**src/rtl/spi_mf_pkg.sv**
```systemverilog
package spi_mf_pkg;
  localparam int SLOTS  = 4;
  localparam int SLOT_W = 32;
  localparam int DIV_W  = 8;
  localparam int LEN_W  = 6;
  localparam int CNT_W  = $clog2(SLOTS);
  localparam int BUF_W  = SLOTS * SLOT_W;

  typedef logic [SLOTS-1:0][SLOT_W-1:0] buf_t;

  typedef struct packed {
    logic [DIV_W-1:0] div;
    logic             three_wire;
    logic             cpha;
    logic             cpol;
    logic             lsb_first;
    logic [CNT_W-1:0] frames_m1;
    logic [LEN_W-1:0] len;
  } cfg_t;

  localparam cfg_t CFG_RESET = '{div: DIV_W'(1), three_wire: 1'b0, cpha: 1'b0,
                                 cpol: 1'b0, lsb_first: 1'b0,
                                 frames_m1: '0, len: LEN_W'(8)};

  function automatic logic len_ok(logic [LEN_W-1:0] l);
    return (l >= LEN_W'(8) && l <= LEN_W'(16)) || l == LEN_W'(20) ||
           l == LEN_W'(24) || l == LEN_W'(32);
  endfunction
endpackage

```
**src/rtl/spi_mf_clkgen.sv**
```systemverilog
module spi_mf_clkgen
  import spi_mf_pkg::*;
(
  input  logic             clk_i,
  input  logic             rst_ni,
  input  logic             en_i,
  input  logic [DIV_W-1:0] div_i,
  output logic             tick_o
);
  logic [DIV_W-1:0] cnt_q;

  assign tick_o = en_i && (cnt_q == div_i);

  always_ff @(posedge clk_i or negedge rst_ni) begin
    if (!rst_ni)               cnt_q <= '0;
    else if (!en_i || tick_o)  cnt_q <= '0;
    else                       cnt_q <= cnt_q + DIV_W'(1);
  end


  cnt_in_range_chk: assert property (@(posedge clk_i) disable iff (!rst_ni)
    en_i |-> (cnt_q <= div_i));
endmodule

```
**src/rtl/spi_mf_regs.sv**
```systemverilog
module spi_mf_regs
  import spi_mf_pkg::*;
(
  input  logic        clk_i,
  input  logic        rst_ni,
  input  logic        bus_valid_i,
  input  logic        bus_write_i,
  input  logic [3:0]  bus_addr_i,
  input  logic [31:0] bus_wdata_i,
  output logic        bus_ready_o,
  output logic [31:0] bus_rdata_o,
  input  logic        busy_i,
  input  logic        done_i,
  input  buf_t        rx_work_i,
  output cfg_t        cfg_o,
  output buf_t        tx_o,
  output logic        start_o
);
  localparam logic [3:0] ADDR_CFG = 4'd0;
  localparam logic [3:0] ADDR_CMD = 4'd1;

  cfg_t cfg_q;
  buf_t tx_q, rx_q;
  logic is_cmd, wr;
  logic unused_wdata;

  assign unused_wdata = ^{bus_wdata_i[31:24], bus_wdata_i[15:12]};

  assign is_cmd      = (bus_addr_i == ADDR_CMD);
  assign bus_ready_o = !(bus_write_i && is_cmd && busy_i);
  assign wr          = bus_valid_i && bus_write_i && bus_ready_o;
  assign start_o     = wr && is_cmd && bus_wdata_i[0];
  assign cfg_o       = cfg_q;
  assign tx_o        = tx_q;

  always_ff @(posedge clk_i or negedge rst_ni) begin
    if (!rst_ni) begin
      cfg_q <= CFG_RESET;
      tx_q  <= '0;
      rx_q  <= '0;
    end else begin
      if (wr && bus_addr_i == ADDR_CFG && len_ok(bus_wdata_i[5:0])) begin
        cfg_q.len        <= bus_wdata_i[5:0];
        cfg_q.frames_m1  <= bus_wdata_i[7:6];
        cfg_q.lsb_first  <= bus_wdata_i[8];
        cfg_q.cpol       <= bus_wdata_i[9];
        cfg_q.cpha       <= bus_wdata_i[10];
        cfg_q.three_wire <= bus_wdata_i[11];
        cfg_q.div        <= bus_wdata_i[23:16];
      end
      if (wr && bus_addr_i[3:2] == 2'b01) tx_q[bus_addr_i[1:0]] <= bus_wdata_i;
      if (done_i) rx_q <= rx_work_i;
    end
  end

  always_comb begin
    bus_rdata_o = '0;
    if (bus_addr_i == ADDR_CFG)
      bus_rdata_o = {8'b0, cfg_q.div, 4'b0, cfg_q.three_wire, cfg_q.cpha, cfg_q.cpol,
                     cfg_q.lsb_first, cfg_q.frames_m1, cfg_q.len};
    else if (is_cmd)                 bus_rdata_o = {31'b0, busy_i};
    else if (bus_addr_i[3:2] == 2'b01) bus_rdata_o = tx_q[bus_addr_i[1:0]];
    else if (bus_addr_i[3:2] == 2'b10) bus_rdata_o = rx_q[bus_addr_i[1:0]];
  end


  cfg_len_legal_chk: assert property (@(posedge clk_i) disable iff (!rst_ni)
    len_ok(cfg_q.len));
endmodule

```
**src/rtl/spi_mf_engine.sv**
```systemverilog
module spi_mf_engine
  import spi_mf_pkg::*;
(
  input  logic             clk_i,
  input  logic             rst_ni,
  input  logic             start_i,
  input  cfg_t             cfg_i,
  input  buf_t             tx_i,
  input  logic             miso_i,
  input  logic             tick_i,
  output logic             en_o,
  output logic [DIV_W-1:0] div_o,
  output logic             sck_o,
  output logic             mosi_o,
  output logic             cs_n_o,
  output logic             busy_o,
  output logic             done_o,
  output buf_t             rx_o
);
  typedef enum logic [1:0] {ST_IDLE, ST_RUN, ST_TRAIL} state_e;

  state_e           state_q;
  cfg_t             act_q;
  buf_t             tx_q, rx_q;
  logic [5:0]       edge_q;
  logic [CNT_W-1:0] frame_q;
  logic             phase_q, done_q;
  logic [6:0]       edge_last;
  logic             frame_end, last_frame, sample_edge;
  logic [4:0]       bit_num, bit_pos;

  assign edge_last   = {act_q.len, 1'b0} - 7'd1;
  assign frame_end   = ({1'b0, edge_q} == edge_last);
  assign last_frame  = (frame_q == act_q.frames_m1);
  assign sample_edge = act_q.cpha ? edge_q[0] : !edge_q[0];

  always_comb begin
    if (!act_q.cpha)       bit_num = edge_q[5:1];
    else if (edge_q == '0) bit_num = '0;
    else                   bit_num = 5'((edge_q - 6'd1) >> 1);
    bit_pos = act_q.lsb_first ? bit_num : act_q.len[4:0] - 5'd1 - bit_num;
  end

  always_ff @(posedge clk_i or negedge rst_ni) begin
    if (!rst_ni) begin
      state_q <= ST_IDLE;
      act_q   <= CFG_RESET;
      tx_q    <= '0;
      rx_q    <= '0;
      edge_q  <= '0;
      frame_q <= '0;
      phase_q <= 1'b0;
      done_q  <= 1'b0;
    end else begin
      done_q <= 1'b0;
      unique case (state_q)
        ST_IDLE: if (start_i) begin
          act_q   <= cfg_i;
          tx_q    <= tx_i;
          rx_q    <= '0;
          edge_q  <= '0;
          frame_q <= '0;
          phase_q <= 1'b0;
          state_q <= ST_RUN;
        end
        ST_RUN: if (tick_i) begin
          phase_q <= ~phase_q;
          if (sample_edge) rx_q[frame_q][bit_pos] <= miso_i;
          if (frame_end) begin
            edge_q <= '0;
            if (last_frame) state_q <= ST_TRAIL;
            else            frame_q <= frame_q + CNT_W'(1);
          end else begin
            edge_q <= edge_q + 6'd1;
          end
        end
        ST_TRAIL: if (tick_i) begin
          state_q <= ST_IDLE;
          done_q  <= 1'b1;
        end
        default: state_q <= ST_IDLE;
      endcase
    end
  end

  assign en_o   = (state_q != ST_IDLE);
  assign div_o  = act_q.div;
  assign busy_o = en_o;
  assign done_o = done_q;
  assign rx_o   = rx_q;
  assign mosi_o = (state_q == ST_RUN) ? tx_q[frame_q][bit_pos] : 1'b0;
  assign sck_o  = ((state_q == ST_IDLE) ? cfg_i.cpol : act_q.cpol) ^ phase_q;
  assign cs_n_o = (state_q == ST_IDLE) || act_q.three_wire;


  cs_low_busy_chk: assert property (@(posedge clk_i) disable iff (!rst_ni)
    !cs_n_o |-> busy_o);

  done_single_chk: assert property (@(posedge clk_i) disable iff (!rst_ni)
    done_o |=> !done_o);

  done_after_busy_chk: assert property (@(posedge clk_i) disable iff (!rst_ni)
    done_o |-> (!busy_o && $past(busy_o)));

  start_when_idle_chk: assert property (@(posedge clk_i) disable iff (!rst_ni)
    start_i |-> !busy_o);

  sck_on_tick_chk: assert property (@(posedge clk_i) disable iff (!rst_ni)
    (state_q == ST_RUN && !tick_i) |=> $stable(sck_o));

  frame_bound_chk: assert property (@(posedge clk_i) disable iff (!rst_ni)
    busy_o |-> (frame_q <= act_q.frames_m1));
endmodule

```
**src/rtl/spi_mf_master.sv**
```systemverilog
module spi_mf_master
  import spi_mf_pkg::*;
(
  input  logic        clk_i,
  input  logic        rst_ni,
  input  logic        bus_valid_i,
  input  logic        bus_write_i,
  input  logic [3:0]  bus_addr_i,
  input  logic [31:0] bus_wdata_i,
  output logic        bus_ready_o,
  output logic [31:0] bus_rdata_o,
  output logic        sck_o,
  output logic        mosi_o,
  input  logic        miso_i,
  output logic        cs_n_o,
  output logic        busy_o,
  output logic        done_o
);
  cfg_t             cfg;
  buf_t             tx_buf, rx_work;
  logic             start, tick, en;
  logic [DIV_W-1:0] div;

  spi_mf_regs i_regs (
    .clk_i, .rst_ni, .bus_valid_i, .bus_write_i, .bus_addr_i, .bus_wdata_i,
    .bus_ready_o, .bus_rdata_o,
    .busy_i(busy_o), .done_i(done_o), .rx_work_i(rx_work),
    .cfg_o(cfg), .tx_o(tx_buf), .start_o(start)
  );

  spi_mf_clkgen i_clkgen (
    .clk_i, .rst_ni, .en_i(en), .div_i(div), .tick_o(tick)
  );

  spi_mf_engine i_engine (
    .clk_i, .rst_ni, .start_i(start), .cfg_i(cfg), .tx_i(tx_buf), .miso_i,
    .tick_i(tick), .en_o(en), .div_o(div), .sck_o, .mosi_o, .cs_n_o,
    .busy_o, .done_o, .rx_o(rx_work)
  );
endmodule

```
**config.mk**
```make
export PLATFORM = sky130hd
export DESIGN_NAME = spi_mf_master
export DESIGN_NICKNAME = d
export VERILOG_FILES = /design/src/rtl/spi_mf_pkg.sv /design/src/rtl/spi_mf_clkgen.sv /design/src/rtl/spi_mf_regs.sv /design/src/rtl/spi_mf_engine.sv /design/src/rtl/spi_mf_master.sv
export SDC_FILE = /design/constraint.sdc
export NUM_CORES = 1
export LEC_CHECK = 0
export BUFFER_PORTS_ARGS = -buffer_cell sky130_fd_sc_hd__buf_2
export CORE_MARGIN = 1
export CORE_UTILIZATION = 30
export CTS_BUF_LIST = sky130_fd_sc_hd__clkbuf_8
export CTS_CLUSTER_SIZE = 14
export DETAILED_ROUTE_END_ITERATION = 10
export GPL_ROUTABILITY_DRIVEN = 1
export HOLD_SLACK_MARGIN = 0.05
export PLACE_DENSITY_LB_ADDON = 0.2
export SLEW_MARGIN = 5
export SYNTH_ARGS = -nofsm -noshare
export SYNTH_HDL_FRONTEND = slang
export SYNTH_SLANG_ARGS = --single-unit
```
**constraint.sdc**
```tcl
create_clock -name clk_i -period 7.8 [get_ports clk_i]
set_input_delay 1.56 -clock clk_i [delete_from_list [all_inputs] [get_ports clk_i]]
set_output_delay 1.56 -clock clk_i [all_outputs]
set_load 0.01 [all_outputs]
```
-- Word level (Yosys, flattened, before mapping)
Cells that the tools add are included.
- add/subtract/negate cells: 7
- order comparisons: 8
- equality and inequality tests: 18
- muxes and demuxes: 51
- bitwise gates (word level): 2
- reductions and logical operators: 32
- operators by type and width (cell ; number):
    $mux W128 ; 3
    $mux W32 ; 9
    $bwmux W128 ; 2
    $pmux W128 S2 ; 1
    $bmux W32 S2 ; 3
    $demux W32 S2 ; 2
    $mux W2 ; 9
    $mux W6 ; 3
    $mux W5 ; 3
    $logic_and A1 B1 Y1 ; 14
    $eq A6 B5 Y1 const B ; 2
    $pmux W6 S2 ; 1
    $reduce_and A5 Y1 ; 2
    $mux W1 ; 9
    $add A8 B1 Y8 const B ; 1
    $eq A8 B8 Y1 ; 1
    $mux W8 ; 1
    $ne A2 B1 Y1 const B ; 4
    $eq A6 B7 Y1 ; 1
    $sub A7 B1 Y7 const B ; 1
    $add A6 B1 Y6 const B ; 1
    $eq A6 B6 Y1 const B ; 1
    $ge A6 B4 Y1 const B ; 1
    $le A6 B5 Y1 const B ; 1
    29 further kinds ; 42
- register bits after elaboration: 572
- input port bits: 41
- logic and storage cells: 154

-- Depth between registers and ports, before layout
Gate-level depths: netlist of the first run.
- depth after elaboration: 15
- gate-level depth with buffers: 16
- gate-level depth less buffers: 15

-- By module
Synthesis of the first run repeated with hierarchy kept, for this count alone.
- cells, all modules: 1935
- area total of the unflattened synthesis: 26502.9 um^2
- modules (own cells, without submodules) (module ; times used ; cells each ; area an instance (um^2) ; sequential area each (um^2)):
    spi_mf_engine ; 1 ; 1120 ; 13583.0 ; 7209.4
    spi_mf_regs ; 1 ; 769 ; 12419.4 ; 6909.1
    spi_mf_clkgen ; 1 ; 46 ; 500.5 ; 200.2

-- Worst setup path before layout of the first run
OpenSTA, ideal clock, no wires.
- path type: flip-flop to output port
- start: reg i_engine.edge_q[0]
- end: out mosi_o
- arrival time: 3.329 ns
- required time: 6.240 ns
- setup slack: 2.911 ns
- stages on the path, launching flop included: 16
- buffers on the path: 0
- path through: dfrtp_1 -> inv_1 -> ha_1 -> and3b_1 -> nand2b_4 -> o211ai_1 -> ha_1 -> fa_1 -> nand3_1 -> nand3_1 -> a22o_2 -> a211oi_4 -> o2111ai_1 -> o221ai_1 -> a211oi_1 -> and3_1
- cells in the longest elaborated chain, start to end: 8
- ends and longest elaborated chain (element ; RTL line ; text):
    start: declaration ; spi_mf_engine.sv:25 ; logic [5:0] edge_q;
    start signal: assignment ; spi_mf_engine.sv:74 ; edge_q <= edge_q + 6'd1;
    $sub A6 B1 Y6 / $logic_not A6 Y1 (equally long branches) ; spi_mf_engine.sv:40, spi_mf_engine.sv:39 ;
    $mux W5 (*) ; spi_mf_engine.sv:39 ; else if (edge_q == '0) bit_num = '0;
    $mux W5 (*) ; spi_mf_engine.sv:38 ; if (!act_q.cpha) bit_num = edge_q[5:1];
    $sub A5 B5 Y5 ; spi_mf_engine.sv:41 ; bit_pos = act_q.lsb_first ? bit_num : act_q.len[4:0] - 5'd1 - bit_num;
    $mux W5 (*) ; spi_mf_engine.sv:41 ;
    $bmux W1 S5 (*) ; spi_mf_engine.sv:91 ; assign mosi_o = (state_q == ST_RUN) ? tx_q[frame_q][bit_pos] : 1'b0;
    $mux W1 (not written as such) (*) ; spi_mf_engine.sv:91 ;
    $mux W1 (*) ; spi_mf_engine.sv:91 ;
    end: declaration ; spi_mf_master.sv:13 ; output logic mosi_o,
Mark *: on every way between the ends. The rest lies on a longest branch, timed or not. The select of a mux whose other input is x is not followed.

-- Final worst setup path of the first run
Ends and elaborated chain as after synthesis.

==> summary.txt, run 1 <==
Die
  • Initial Util: 30.3%
  • Std-Cell Rows: 108
  • DIE AREA: 88,500 um2
  • Die height: 298 um
  • Core ar.: 86,600 um2
  • Die width: 298 um
  • I/O pins: 79

Place
  • Port bufs: 78
  • Placer Congestion: 0.814
  • HPWL Detailed: 51.2 mm

Clocking
  • Clk buf depth: 3
  • CTS Root Cell: clkbuf_8
  • CTS tree: yes
  • Hold bufs inserted after CTS: 0
  • Clock-pin transition on the worst setup and hold timing paths: 60 ps
  • Post_cts resized: 0
  • CTS Buf Count: 98
  • # clock sinks: 572
  • H-tree lvl count: 3
  • Post-CTS setup buffer count: 0
  • Clock latency on the worst-skew pair: 710 ps

Layout
  • Area of the multi-input gates: 11,300 um2
  • P&R area growth vs syn: 13.8%
  • Layout Nets: 2,098
  • Register Area: 14,300 um2
  • Fraction of layout cells with a size suffix above 1: 38.1%
  • End-of-flow core utilization: 34.4%
  • Fill count: 8,546

Setup path
  • Worst-path fanout max: 17
  • CP Data Arrival Time: 5210 ps
  • Critical Path Sink: mosi_o
  • CP Launch Point: i_engine.edge_q[0]$_DFFE_PN0P_
  • Req. time, crit path: 6240 ps
  • Cell count of the worst reg-to-reg path: 15
  • R2r startpoint: i_engine.edge_q[0]$_DFFE_PN0P_
  • WS Path Type: reg2out
  • Crit Reg-Reg Endpoint: i_engine.rx_o[92]$_DFFE_PN0P_
  • Critical path startpoint category: register
  • Reg2reg setup slack: 3450 ps
  • CP Capture Type: output port

Routing
  • WL/cell: 24.3 um
  • Final ANT Viol Nets: 0
  • 1st-iter DRT viols: 1,215
  • Drt pass-1 iters: 5
  • Vias per Instance: 5.25
  • Vias: 17.2k
  • Met1 WL: 35.3 mm
  • Max layer used: met4
  • Met3 routed wirelength: 4.05 mm
  • Met2 WL: 38.1 mm
  • WL final: 79.4 mm
  • DRC: 0

Power
  • Comb pwr share: 6.2%
  • Proportion of power drawn by flip-flops and latches: 50.4%
  • Clock network fraction of design power: 43.5%
  • Switching Fraction: 24.3%
  • PwrDens: 214 nW/um2
  • Peak supply drop: 0.132 mV
  • P_leak: 0.0136 uW
  • Internal: 4840 uW
  • Switch Pwr: 1560 uW

Flow run
  • Max-Cap Viols: 0

Synth
  • Yosys warnings: 0
  • Ys async rst share: 100%
  • Syn Nets: 2,044
  • Simple-gate share of the synthesized area: 5.05%
  • Post-synthesis mux area share: 27.0%
  • Post-synthesis adder-cell area fraction: 0.649%
  • Post-synthesis area per instance: 13.2 um2
  • Flop and latch count out of synthesis: 572
  • Commonest register cell after synthesis: dfrtp_1
  • Register area share after synthesis: 54.6%
  • Syn Inst Count: 1,990
  • Main combinational cell family by area after synthesis: multiplexers
  • Synthesized cell area: 26,200 um2
  • Synth Area in Compound Gates: 9.22%
  • Synth cell types: 66
  • Number of flops mapped to enable cells by yosys: 0
  • Synth Area in XOR/XNOR: 0.836%

STA
  • Worst Tran Pin Value: 1290 ps
  • Fin crit share: 86.8%
  • Count of pins over their slew limit: 0
  • Hold Violations, Final: 0
  • Max Freq: 148 MHz
  • Relative slew slack: 13.6%
  • Total negative setup slack: 0 ps
  • Finish-stage setup viols: 0
  • Fin Hold WS: 495 ps
  • Minimum clock period: 6770 ps
  • Clock skew: 25.8 ps
  • RSZ-0062 raised after global routing: no

GRT
  • Via count of the first global-routing pass: 17.9k
  • First-pass GRT wire length: 120 mm
  • Largest net degree at the start of global routing: 162
  • GRT Util Overall: 18.0%
  • Initial antenna violation count: 3
  • Grt ovf: 0

Outcome
  • Status: finished, final reports clean

Min path
  • HP Class: reg2reg
  • WHS Path Cells: 1
==> flip-flops by register name, summed over array words and instances (netlist names) <==
signal,flops
i_engine.edge_q,6
i_engine.done_o,1
i_clkgen.cnt_q,8
i_engine.div_o,8
i_engine.state_q,2
i_engine.rx_o,128
i_regs.cfg_o,20
i_regs.tx_o,128
i_engine.act_q,12
i_engine.tx_q,128
i_engine.frame_q,2
i_engine.phase_q,1
i_regs.rx_q,128
==> how the worst min path moves through the flow <==
stage | start | end | slack [ps]
finish | i_engine.rx_o[23]$_DFFE_PN0P_ | i_regs.rx_q[23]$_DFFE_PN0P_ | 490
detailed placement | i_engine.rx_o[30]$_DFFE_PN0P_ | i_engine.rx_o[30]$_DFFE_PN0P_ | 480
global route | i_engine.rx_o[127]$_DFFE_PN0P_ | i_regs.rx_q[127]$_DFFE_PN0P_ | 510
CTS | i_engine.rx_o[30]$_DFFE_PN0P_ | i_engine.rx_o[30]$_DFFE_PN0P_ | 500
global placement | i_engine.rx_o[30]$_DFFE_PN0P_ | i_engine.rx_o[30]$_DFFE_PN0P_ | 470
floorplan | i_engine.rx_o[120]$_DFFE_PN0P_ | i_engine.rx_o[120]$_DFFE_PN0P_ | 450
==> cell families after synthesis <==
group | Yosys count
mux | 537
fa+ha+maj | 13
flops | 572
buf+inv | 162
compound gates | 408
simple gates | 273
xor+xnor | 25
==> layer usage <==
| layer | track usage, % | vias up |
|---|---|---|
| met3 | 3.44 | 141 |
| met5 | 0 | - |
| met2 | 29.5 | 452 |
| li1 | - | 7465 |
| met4 | 5.13 | 0 |
| met1 | 24.3 | 9127 |
==> cell usage in the layout (no fill, tap or decap), types with 6 or more instances in the layout <==
master,count
nor3_1,7
a22o_1,14
ha_1,12
nand2_1,128
o21ai_0,191
clkbuf_8,127
xnor2_1,17
nand3_1,24
a22oi_1,19
nand4_1,6
a21oi_1,106
mux2_2,427
inv_1,43
o21ai_1,16
nor2_1,43
mux4_2,94
dfrtp_1,565
buf_2,75
clkinv_2,6
and3_1,23
buf_4,25
a32o_1,32
mux2i_1,16
xor2_1,8
==> per-stage QoR <==
stage / power [uW] / std cells / worst slack [ps] / area, um2
floorplan: 3470 / 1990 / 2910 / 26200
global placement: 3660 / 3099 / 1830 / 27800
detailed placement: 3680 / 3099 / 1840 / 27800
CTS: 6490 / 3273 / 1020 / 29800
global route: 6670 / 3274 / 714 / 29800
finish: 6390 / 3274 / 1030 / 29800
==> area by class of cell <==
type / count / area share [%]
tap: 1155 / 4.85
sequential: 572 / 48.0
clock buffer: 127 / 5.86
timing repair buffer: 106 / 2.27
clock inverter: 47 / 0.919
multi-input combinational: 1256 / 37.9
inverter: 10 / 0.126
antenna: 1 / 0.00839
==> synthesized netlist by cell type (all sizes together) (11+ instances only) <==
cell / instances / area share [%]
clkbuf: 101 / 1.4
mux2i: 16 / 0.61
nor3: 11 / 0.29
a32o: 32 / 1.2
nand2: 130 / 1.9
buf: 51 / 0.97
ha: 12 / 0.57
xnor2: 17 / 0.57
mux2: 427 / 18
dfrtp: 568 / 54
nand3: 26 / 0.50
mux4: 94 / 8.1
and3: 23 / 0.55
o21ai: 208 / 4.0
a22o: 15 / 0.51
nor2: 47 / 0.73
a21oi: 107 / 2.1
a22oi: 19 / 0.54
==> power by group through the flow <==
stage / clock network [uW] / registers (uW) / logic (uW)
6_report: 2780 / 3220 / 395
5_1_grt: 3000 / 3240 / 433
4_1_cts: 2860 / 3220 / 405
3_5_place_dp: 0 / 3280 / 403
3_3_place_gp: 0 / 3270 / 393
2_1_floorplan: 0 / 3230 / 245
==> worst max-delay path, cell delays in order (launching register included) <==
cell,delay (ps)
dfrtp_1,500
inv_1,120
ha_1,260
and3b_1,230
nand2b_4,90
o211ai_1,100
ha_1,230
fa_1,430
xnor2_1,180
nor2_1,70
a31oi_1,520
nand4_1,830
o21ai_0,410
a211oi_1,80
and3_1,300
buf_2,170
(Power assumes the default switching activity.)
==> run 2, diff against run 1 <==
--- a/config.mk
+++ b/config.mk
@@ -5,7 +5,7 @@
 export SDC_FILE = /design/constraint.sdc
 export NUM_CORES = 1
 export LEC_CHECK = 0
-export BUFFER_PORTS_ARGS = -buffer_cell sky130_fd_sc_hd__buf_2
+export BUFFER_PORTS_ARGS = -buffer_cell sky130_fd_sc_hd__clkbuf_2
 export CORE_MARGIN = 1
 export CORE_UTILIZATION = 30
 export CTS_BUF_LIST = sky130_fd_sc_hd__clkbuf_8
==> run 2 against run 1 <==
  * Register-to-register slack worse by 40 ps
  * Flip-flop and latch count is the same
  * Setup slack got worse by 28 ps
  * Clock skew rose by 14 ps
  * Via count is 0.12% higher
  * Sequential share of layout area about the same
  * Global-route usage is essentially flat
  * First-iteration DRC count up 6.3%
  * Worst hold slack got worse by 23 ps
  * Sequential power about the same
  * Clock power about the same
  * Critical path depth unchanged
  * Critical path type unchanged
==> summary.txt, run 2 (synthesis gave the netlist of run 1 again) <==
Routing
  • WL final: 79.3 mm (-0.23%)
  • Final ANT Viol Nets: 0 (unchanged)
  • Drt pass-1 iters: 5 (unchanged)
  • DRC: 0 (unchanged)
  • Vias per Instance: 5.24 (about the same)
  • WL/cell: 24.2 um (-0.44%)
  • Vias: 17.2k (+0.12%)
  • 1st-iter DRT viols: 1,292 (+6.3%)

GRT
  • Largest net degree at the start of global routing: 166 (+2.5%)
  • Grt ovf: 0 (unchanged)
  • First-pass GRT wire length: 121 mm (+0.59%)
  • Via count of the first global-routing pass: 18.3k (+2.5%)
  • GRT Util Overall: 18.1% (+0.027 points)
  • Initial antenna violation count: 3 (unchanged)

Setup path
  • Crit path cell chain: inv_1 > ha_1 > and3b_1 > nand2b_4 > o211ai_1 > ha_1 > fa_1 > xnor2_1 > nor2_1 > a31oi_1 > nand4_1 > o21ai_0 > a211oi_1 > and3_1 > clkbuf_2
  • Sum of buffers and inverters on the critical path: 2 (unchanged)
  • Worst path max stage delay: 870 ps (+40 ps)
  • Reg2reg setup slack: 3410 ps (-40 ps)
  • Critical Path Sink: mosi_o
  • Critical path startpoint category: register
  • CP Capture Type: output port
  • Cell count of the worst reg-to-reg path: 15 (unchanged)
  • Req. time, crit path: 6240 ps (about the same)
  • Instance count on the critical path: 15 (unchanged)
  • Crit path top cell by count: ha_1
  • Crit-path leading delay family: simple AND/OR/NAND/NOR gates
  • R2r startpoint: i_engine.edge_q[0]$_DFFE_PN0P_
  • CP Launch Point: i_engine.edge_q[0]$_DFFE_PN0P_
  • CP Data Arrival Time: 5240 ps (+30 ps)
  • Slowest cell on crit path: nand4_1
  • Crit Reg-Reg Endpoint: i_engine.rx_o[94]$_DFFE_PN0P_
  • WS Path Type: reg2out
  • Worst-path fanout max: 17 (unchanged)

Die
  • Die height: 298 um (unchanged)
  • Std-Cell Rows: 108 (unchanged)
  • Die width: 298 um (unchanged)
  • Core ar.: 86,600 um2 (unchanged)
  • Initial Util: 30.3% (unchanged)
  • DIE AREA: 88,500 um2 (unchanged)
  • I/O pins: 79 (unchanged)

Layout
  • Post-route cell area: 29,800 um2 (about the same)
  • End-of-flow core utilization: 34.4% (about the same)
  • Fill count: 8,519 (-0.32%)
  • Most common cell after layout, fill and taps aside: dfrtp_1
  • Fraction of layout cells with a size suffix above 1: 38.5% (+0.36 points)
  • P&R area growth vs syn: 13.8% (about the same)
  • Layout Nets: 2,099 (+0.048%)
  • Most frequent cells in the layout: 565 x dfrtp_1, 427 x mux2_2, 191 x o21ai_0

Flow run
  • Max-Cap Viols: 0 (unchanged)

Outcome
  • Status: finished, final reports clean

STA
  • Minimum clock period: 6800 ps (+27.6 ps)
  • Worst Tran Pin Value: 1280 ps (-11.9 ps)
  • Finish-stage setup viols: 0 (unchanged)
  • RSZ-0062 raised after global routing: no
  • Hold Violations, Final: 0 (unchanged)
  • Total negative setup slack: 0 ps (unchanged)
  • Count of pins over their slew limit: 0 (unchanged)
  • Max Freq: 147 MHz (-0.41%)
  • Clock skew: 39.3 ps (+13.6 ps)
  • Relative slew slack: 14.4% (+0.80 points)
  • Fin crit share: 87.2% (+0.35 points)
  • Worst setup slack after layout: 999 ps (-27.6 ps)

Power
  • PwrDens: 215 nW/um2 (+0.15%)
  • P_leak: 0.0136 uW (-0.14%)
  • Peak supply drop: 0.110 mV (-16%)

Clocking
  • Clk buf depth: 3 (unchanged)
  • CTS Root Cell: clkbuf_8
  • CTS tree: yes
  • # clock sinks: 572 (unchanged)
  • H-tree lvl count: 3 (unchanged)
  • Clock latency on the worst-skew pair: 720 ps (about the same)
  • Post-CTS setup buffer count: 0 (unchanged)
  • CTS Buf Count: 98 (unchanged)
  • Clock-pin transition on the worst setup and hold timing paths: 60 ps (about the same)
  • Hold bufs inserted after CTS: 0 (unchanged)
  • Post_cts resized: 0 (unchanged)

Place
  • HPWL Detailed: 51.6 mm (+0.86%)
  • Placer Congestion: 0.827 (+1.5%)
  • Area after DPL: 27,800 um2 (about the same)
  • Pre-CTS setup slack: 1810 ps (-25.0 ps)
  • Port bufs: 78 (unchanged)

Min path
  • HP Class: reg2reg
  • WHS Path Cells: 1 (unchanged)
-- run 2: stage by stage --
| step | std cells | hold WS (ps) | total power (uW) |
|---|---|---|---|
| after floorplan | 1990 | 453 | 3470 |
| after global placement | 3100 | 480 | 3660 |
| after detailed placement | 3100 | 485 | 3680 |
| after CTS | 3279 | 469 | 6500 |
| after global routing | 3281 | 493 | 6680 |
| final | 3281 | 472 | 6400 |
-- run 2: final cells by class --
type	instances	area, um2	area share, %
antenna	2	5.00	0.0168
timing repair buffer	107	661	2.22
multi-input combinational	1256	11300	37.9
tap	1155	1450	4.85
sequential	572	14300	48.0
inverter	10	37.5	0.126
clock buffer	124	1710	5.72
clock inverter	55	332	1.11
-- run 2: layer usage --
layer | wire length, um | up-vias | track usage [%]
met5 | 7 | - | 0
met4 | 2210 | 2 | 6.52
met3 | 3380 | 136 | 2.81
met2 | 38500 | 422 | 29.7
met1 | 35200 | 9182 | 24.1
li1 | - | 7464 | -
-- run 2: worst register-to-register path, stage by stage (launching register included) --
cell,delay [ps]
dfrtp_1,510
inv_1,100
ha_1,250
and3b_1,240
nand2b_4,100
o211ai_1,100
ha_1,240
fa_1,440
nand3_1,110
a211o_1,150
a22o_2,280
nand2_2,170
nor3_2,1050
a21oi_1,140
o21ai_0,210
o21ai_0,130
-- run 2: worst min-delay path by stage --
stage / from / to / slack (ps)
floorplan: i_engine.rx_o[120]$_DFFE_PN0P_ / i_engine.rx_o[120]$_DFFE_PN0P_ / 450
CTS: i_engine.rx_o[93]$_DFFE_PN0P_ / i_regs.rx_q[93]$_DFFE_PN0P_ / 470
detailed placement: i_engine.rx_o[122]$_DFFE_PN0P_ / i_engine.rx_o[122]$_DFFE_PN0P_ / 480
finish: i_engine.rx_o[93]$_DFFE_PN0P_ / i_regs.rx_q[93]$_DFFE_PN0P_ / 470
global route: i_engine.rx_o[93]$_DFFE_PN0P_ / i_regs.rx_q[93]$_DFFE_PN0P_ / 490
global placement: i_engine.rx_o[121]$_DFFE_PN0P_ / i_regs.rx_q[121]$_DFFE_PN0P_ / 480
-- run 2: report_power, final --
| group | internal [uW] | switching, uW | total [uW] |
|---|---|---|---|
| logic | 202 | 192 | 394 |
| registers | 3110 | 108 | 3220 |
| clock network | 1500 | 1280 | 2790 |
==> run 3, diff against run 2 <==
--- a/config.mk
+++ b/config.mk
@@ -5,8 +5,9 @@
 export SDC_FILE = /design/constraint.sdc
 export NUM_CORES = 1
 export LEC_CHECK = 0
+export ABC_AREA = 1
 export BUFFER_PORTS_ARGS = -buffer_cell sky130_fd_sc_hd__clkbuf_2
-export CORE_MARGIN = 1
+export CORE_MARGIN = 10
 export CORE_UTILIZATION = 30
 export CTS_BUF_LIST = sky130_fd_sc_hd__clkbuf_8
 export CTS_CLUSTER_SIZE = 14
==> run 3 against run 2 <==
  * Synthesized cell count rose by 80%
  * Register-to-register slack gained 260 ps
  * Utilization fell by 0.59 points
  * Synthesized area up 7.9%
==> summary.txt, run 3 <==
Synth
  • Yosys warnings: 0 (unchanged)
  • Commonest cells post-synth: 1,281 x nand2_1, 568 x dfrtp_1, 495 x o21ai_0, 395 x inv_1, 127 x nand3_1
  • Area leader, netlist: dfrtp_1
  • Synth area leaders: dfrtp_1 50%, nand2_1 17%, o21ai_0 8.8%
  • Ys async rst share: 100% (unchanged)
  • Synth cell types: 55 (-17%)
  • Post-synthesis area per instance: 7.89 um2 (-40%)
  • Syn Nets: 3,639 (+78%)
  • Number of flops mapped to enable cells by yosys: 0 (unchanged)
  • Commonest register cell after synthesis: dfrtp_1
  • Most common cell in the netlist: nand2_1
  • Register area share after synthesis: 50.6% (-4.0 points)
  • Syn Inst Count: 3,585 (+80%)
  • Synthesized cell area: 28,300 um2 (+7.9%)
  • Yosys top cell area share: 50.3% (-4.0 points)
  • Flop and latch count out of synthesis: 572 (unchanged)

STA
  • Worst Tran Pin Value: 1170 ps (-104 ps)
  • Clock skew: 45.0 ps (+5.67 ps)
  • Count of pins over their slew limit: 0 (unchanged)
  • RSZ-0062 raised after global routing: no
  • Total negative setup slack: 0 ps (unchanged)
  • Fin crit share: 78.8% (-8.4 points)
  • Worst setup slack after layout: 1660 ps (+658 ps)
  • Minimum clock period: 6140 ps (-658 ps)
  • Max Freq: 163 MHz (+11%)
  • Fin Hold WS: 467 ps (-4.70 ps)
  • Relative slew slack: 21.7% (+7.3 points)
  • Hold Violations, Final: 0 (unchanged)
  • Finish-stage setup viols: 0 (unchanged)

Power
  • Peak supply drop: 0.236 mV (+110%)
  • Pwr Total: 8940 uW (+40%)
  • PwrDens: 283 nW/um2 (+32%)
  • Switch Pwr: 3490 uW (+120%)
  • Internal: 5450 uW (+13%)
  • Clock network fraction of design power: 31.1% (-12 points)
  • Switching Fraction: 39.0% (+14 points)
  • Proportion of power drawn by flip-flops and latches: 39.3% (-11 points)
  • Comb pwr share: 29.6% (+23 points)
  • P_leak: 0.0151 uW (+11%)

Place
  • Port bufs: 78 (unchanged)
  • Placer Congestion: 0.793 (-4.1%)
  • Pre-CTS setup slack: 2170 ps (+362 ps)
  • HPWL Detailed: 55.6 mm (+7.7%)
  • Post-placement cell count: 4,732 (+53%)

Die
  • Std-Cell Rows: 112 (+3.7%)
  • Core ar.: 93,500 um2 (+7.9%)
  • Die width: 327 um (+9.9%)
  • I/O pins: 79 (unchanged)
  • Die height: 327 um (+9.9%)
  • Initial Util: 30.3% (about the same)
  • DIE AREA: 107,000 um2 (+21%)

Routing
  • WL final: 91.0 mm (+15%)
  • Vias: 23.3k (+36%)
  • WL/cell: 18.5 um (-23%)
  • Vias per Instance: 4.75 (-9.4%)
  • Drt pass-1 iters: 5 (unchanged)
  • 1st-iter DRT viols: 1,647 (+27%)
  • Final ANT Viol Nets: 0 (unchanged)
  • DRC: 0 (unchanged)

GRT
  • Initial antenna violation count: 3 (unchanged)
  • GRT Util Overall: 16.9% (-1.2 points)
  • Grt ovf: 0 (unchanged)
  • First-pass GRT wire length: 142 mm (+18%)
  • Largest net degree at the start of global routing: 231 (+39%)
  • Via count of the first global-routing pass: 22.7k (+24%)

Setup path
  • Worst-path fanout max: 22 (+5)
  • CP Capture Type: output port
  • Crit path top cell by count: nand2_1
  • Critical path startpoint category: register
  • Req. time, crit path: 6240 ps (about the same)
  • Crit-path leading delay family: compound AO/OA/AOI/OAI gates
  • CP Launch Point: i_engine.edge_q[1]$_DFFE_PN0P_
  • CP Data Arrival Time: 4580 ps (-660 ps)
  • Slowest cell on crit path: a21oi_4
  • WS Path Type: reg2out
  • Worst path max stage delay: 880 ps (about the same)
  • Crit path cell chain: inv_1 > ha_1 > o21ai_2 > nand2_1 > ha_1 > fa_1 > or2_2 > nand2_4 > a21oi_4 > nand2_1 > nand3_1 > nand2_1 > nand2_1 > inv_1 > nand2_1 > nor2_1 > clkbuf_2
  • R2r startpoint: i_engine.state_q[1]$_DFFE_PN0P_
  • Sum of buffers and inverters on the critical path: 3 (+1)

Clocking
  • H-tree lvl count: 3 (unchanged)
  • Post_cts resized: 0 (unchanged)
  • Hold bufs inserted after CTS: 0 (unchanged)
  • CTS tree: yes
  • Clk buf depth: 3 (unchanged)
  • # clock sinks: 572 (unchanged)
  • Post-CTS setup buffer count: 0 (unchanged)
  • CTS Root Cell: clkbuf_8
  • CTS Buf Count: 98 (unchanged)
  • Clock latency on the worst-skew pair: 740 ps (+20 ps)
  • Clock-pin transition on the worst setup and hold timing paths: 60 ps (about the same)

Layout
  • Layout Cells excl Fill: 4,912 (+50%)
  • Fill count: 9,991 (+17%)
  • Fraction of layout cells with a size suffix above 1: 10.4% (-28 points)
  • Most frequent cells in the layout: 1,277 x nand2_1, 566 x dfrtp_1, 495 x o21ai_0
  • P&R area growth vs syn: 11.8%
  • Layout Nets: 3,632 (+73%)
  • Most common cell after layout, fill and taps aside: nand2_1

Flow run
  • Max-Cap Viols: 0 (unchanged)

Min path
  • HP Class: reg2reg
  • Min-delay src: i_engine.rx_o[84]$_DFFE_PN0P_

Outcome
  • Status: finished, final reports clean
run 3: cell types whose count changed after synthesis, sizes merged, moves of 24 or more:
cell    change
nand3     +148
nand2    +1166
nor2       +88
a21oi      -62
a32o       -27
o21ai     +320
mux4       -94
inv       +391
buf        +51
o221ai     +24
o22ai      +76
mux2      -423
run 3: layout make-up:
cell class	instances	area, um2	share of cell area (%)
multi-input combinational	2387	11500	36.2
clock buffer	125	1720	5.44
tap	1254	1570	4.96
inverter	403	1510	4.78
timing repair buffer	116	773	2.45
antenna	2	5.00	0.0158
sequential	572	14300	45.3
clock inverter	53	260	0.823
run 3: kinds of logic (layout without fill, tap and decap cells):
| family | Yosys count | count (layout) | share of synthesized area (%) |
|---|---|---|---|
| other cells | 0 | 2 | 0 |
| mux | 4 | 4 | 0.159 |
| simple gates | 1641 | 1641 | 25.2 |
| xor+xnor | 20 | 20 | 0.620 |
| flops | 572 | 572 | 50.6 |
| buf+inv | 626 | 697 | 9.11 |
| fa+ha+maj | 13 | 13 | 0.602 |
| compound gates | 709 | 709 | 13.7 |
run 3: stage by stage:
step | cell area (um2) | utilization, %
after floorplan | 28300 | -
after global placement | 29600 | 31.7
after detailed placement | 29600 | 31.7
after CTS | 31600 | 33.8
after global routing | 31600 | 33.8
final | 31600 | 33.8
run 3: tightest hold or removal path: stages (launching register included):
cell and delay (ps):
dfrtp_1 340, nand2_1 50, nand2_1 50
run 3: final timing paths:
kind | to | slack (ps) | cells after the start
max | mosi_o | 1660 | 17
min | i_engine.rx_o[84]$_DFFE_PN0P_ | 470 | 2
max reg2reg | i_engine.rx_o[79]$_DFFE_PN0P_ | 3670 | 13
min reg2reg | i_engine.rx_o[84]$_DFFE_PN0P_ | 470 | 2
max in group asynchronous | i_regs.rx_q[74]$_DFFE_PN0P_ | 5510 | 2
min in group asynchronous | i_regs.tx_o[71]$_DFFE_PN0P_ | 830 | 1
run 3: power by group through the flow:
stage / Combinational (uW) / Clock (uW) / Sequential, uW
6_report: 2650 / 2780 / 3510
5_1_grt: 2930 / 2990 / 3550
4_1_cts: 2670 / 2860 / 3510
3_5_place_dp: 2660 / 0 / 3560
3_3_place_gp: 2640 / 0 / 3560
2_1_floorplan: 2000 / 0 / 3500
run 3: per-layer routing:
layer	vias to the layer above	global-route usage [%]	routed length, um
li1	11400	-	-
met1	11300	23.5	43100
met2	511	27.1	41700
met3	120	2.54	4460
met4	0	4.40	1800
met5	-	0	0
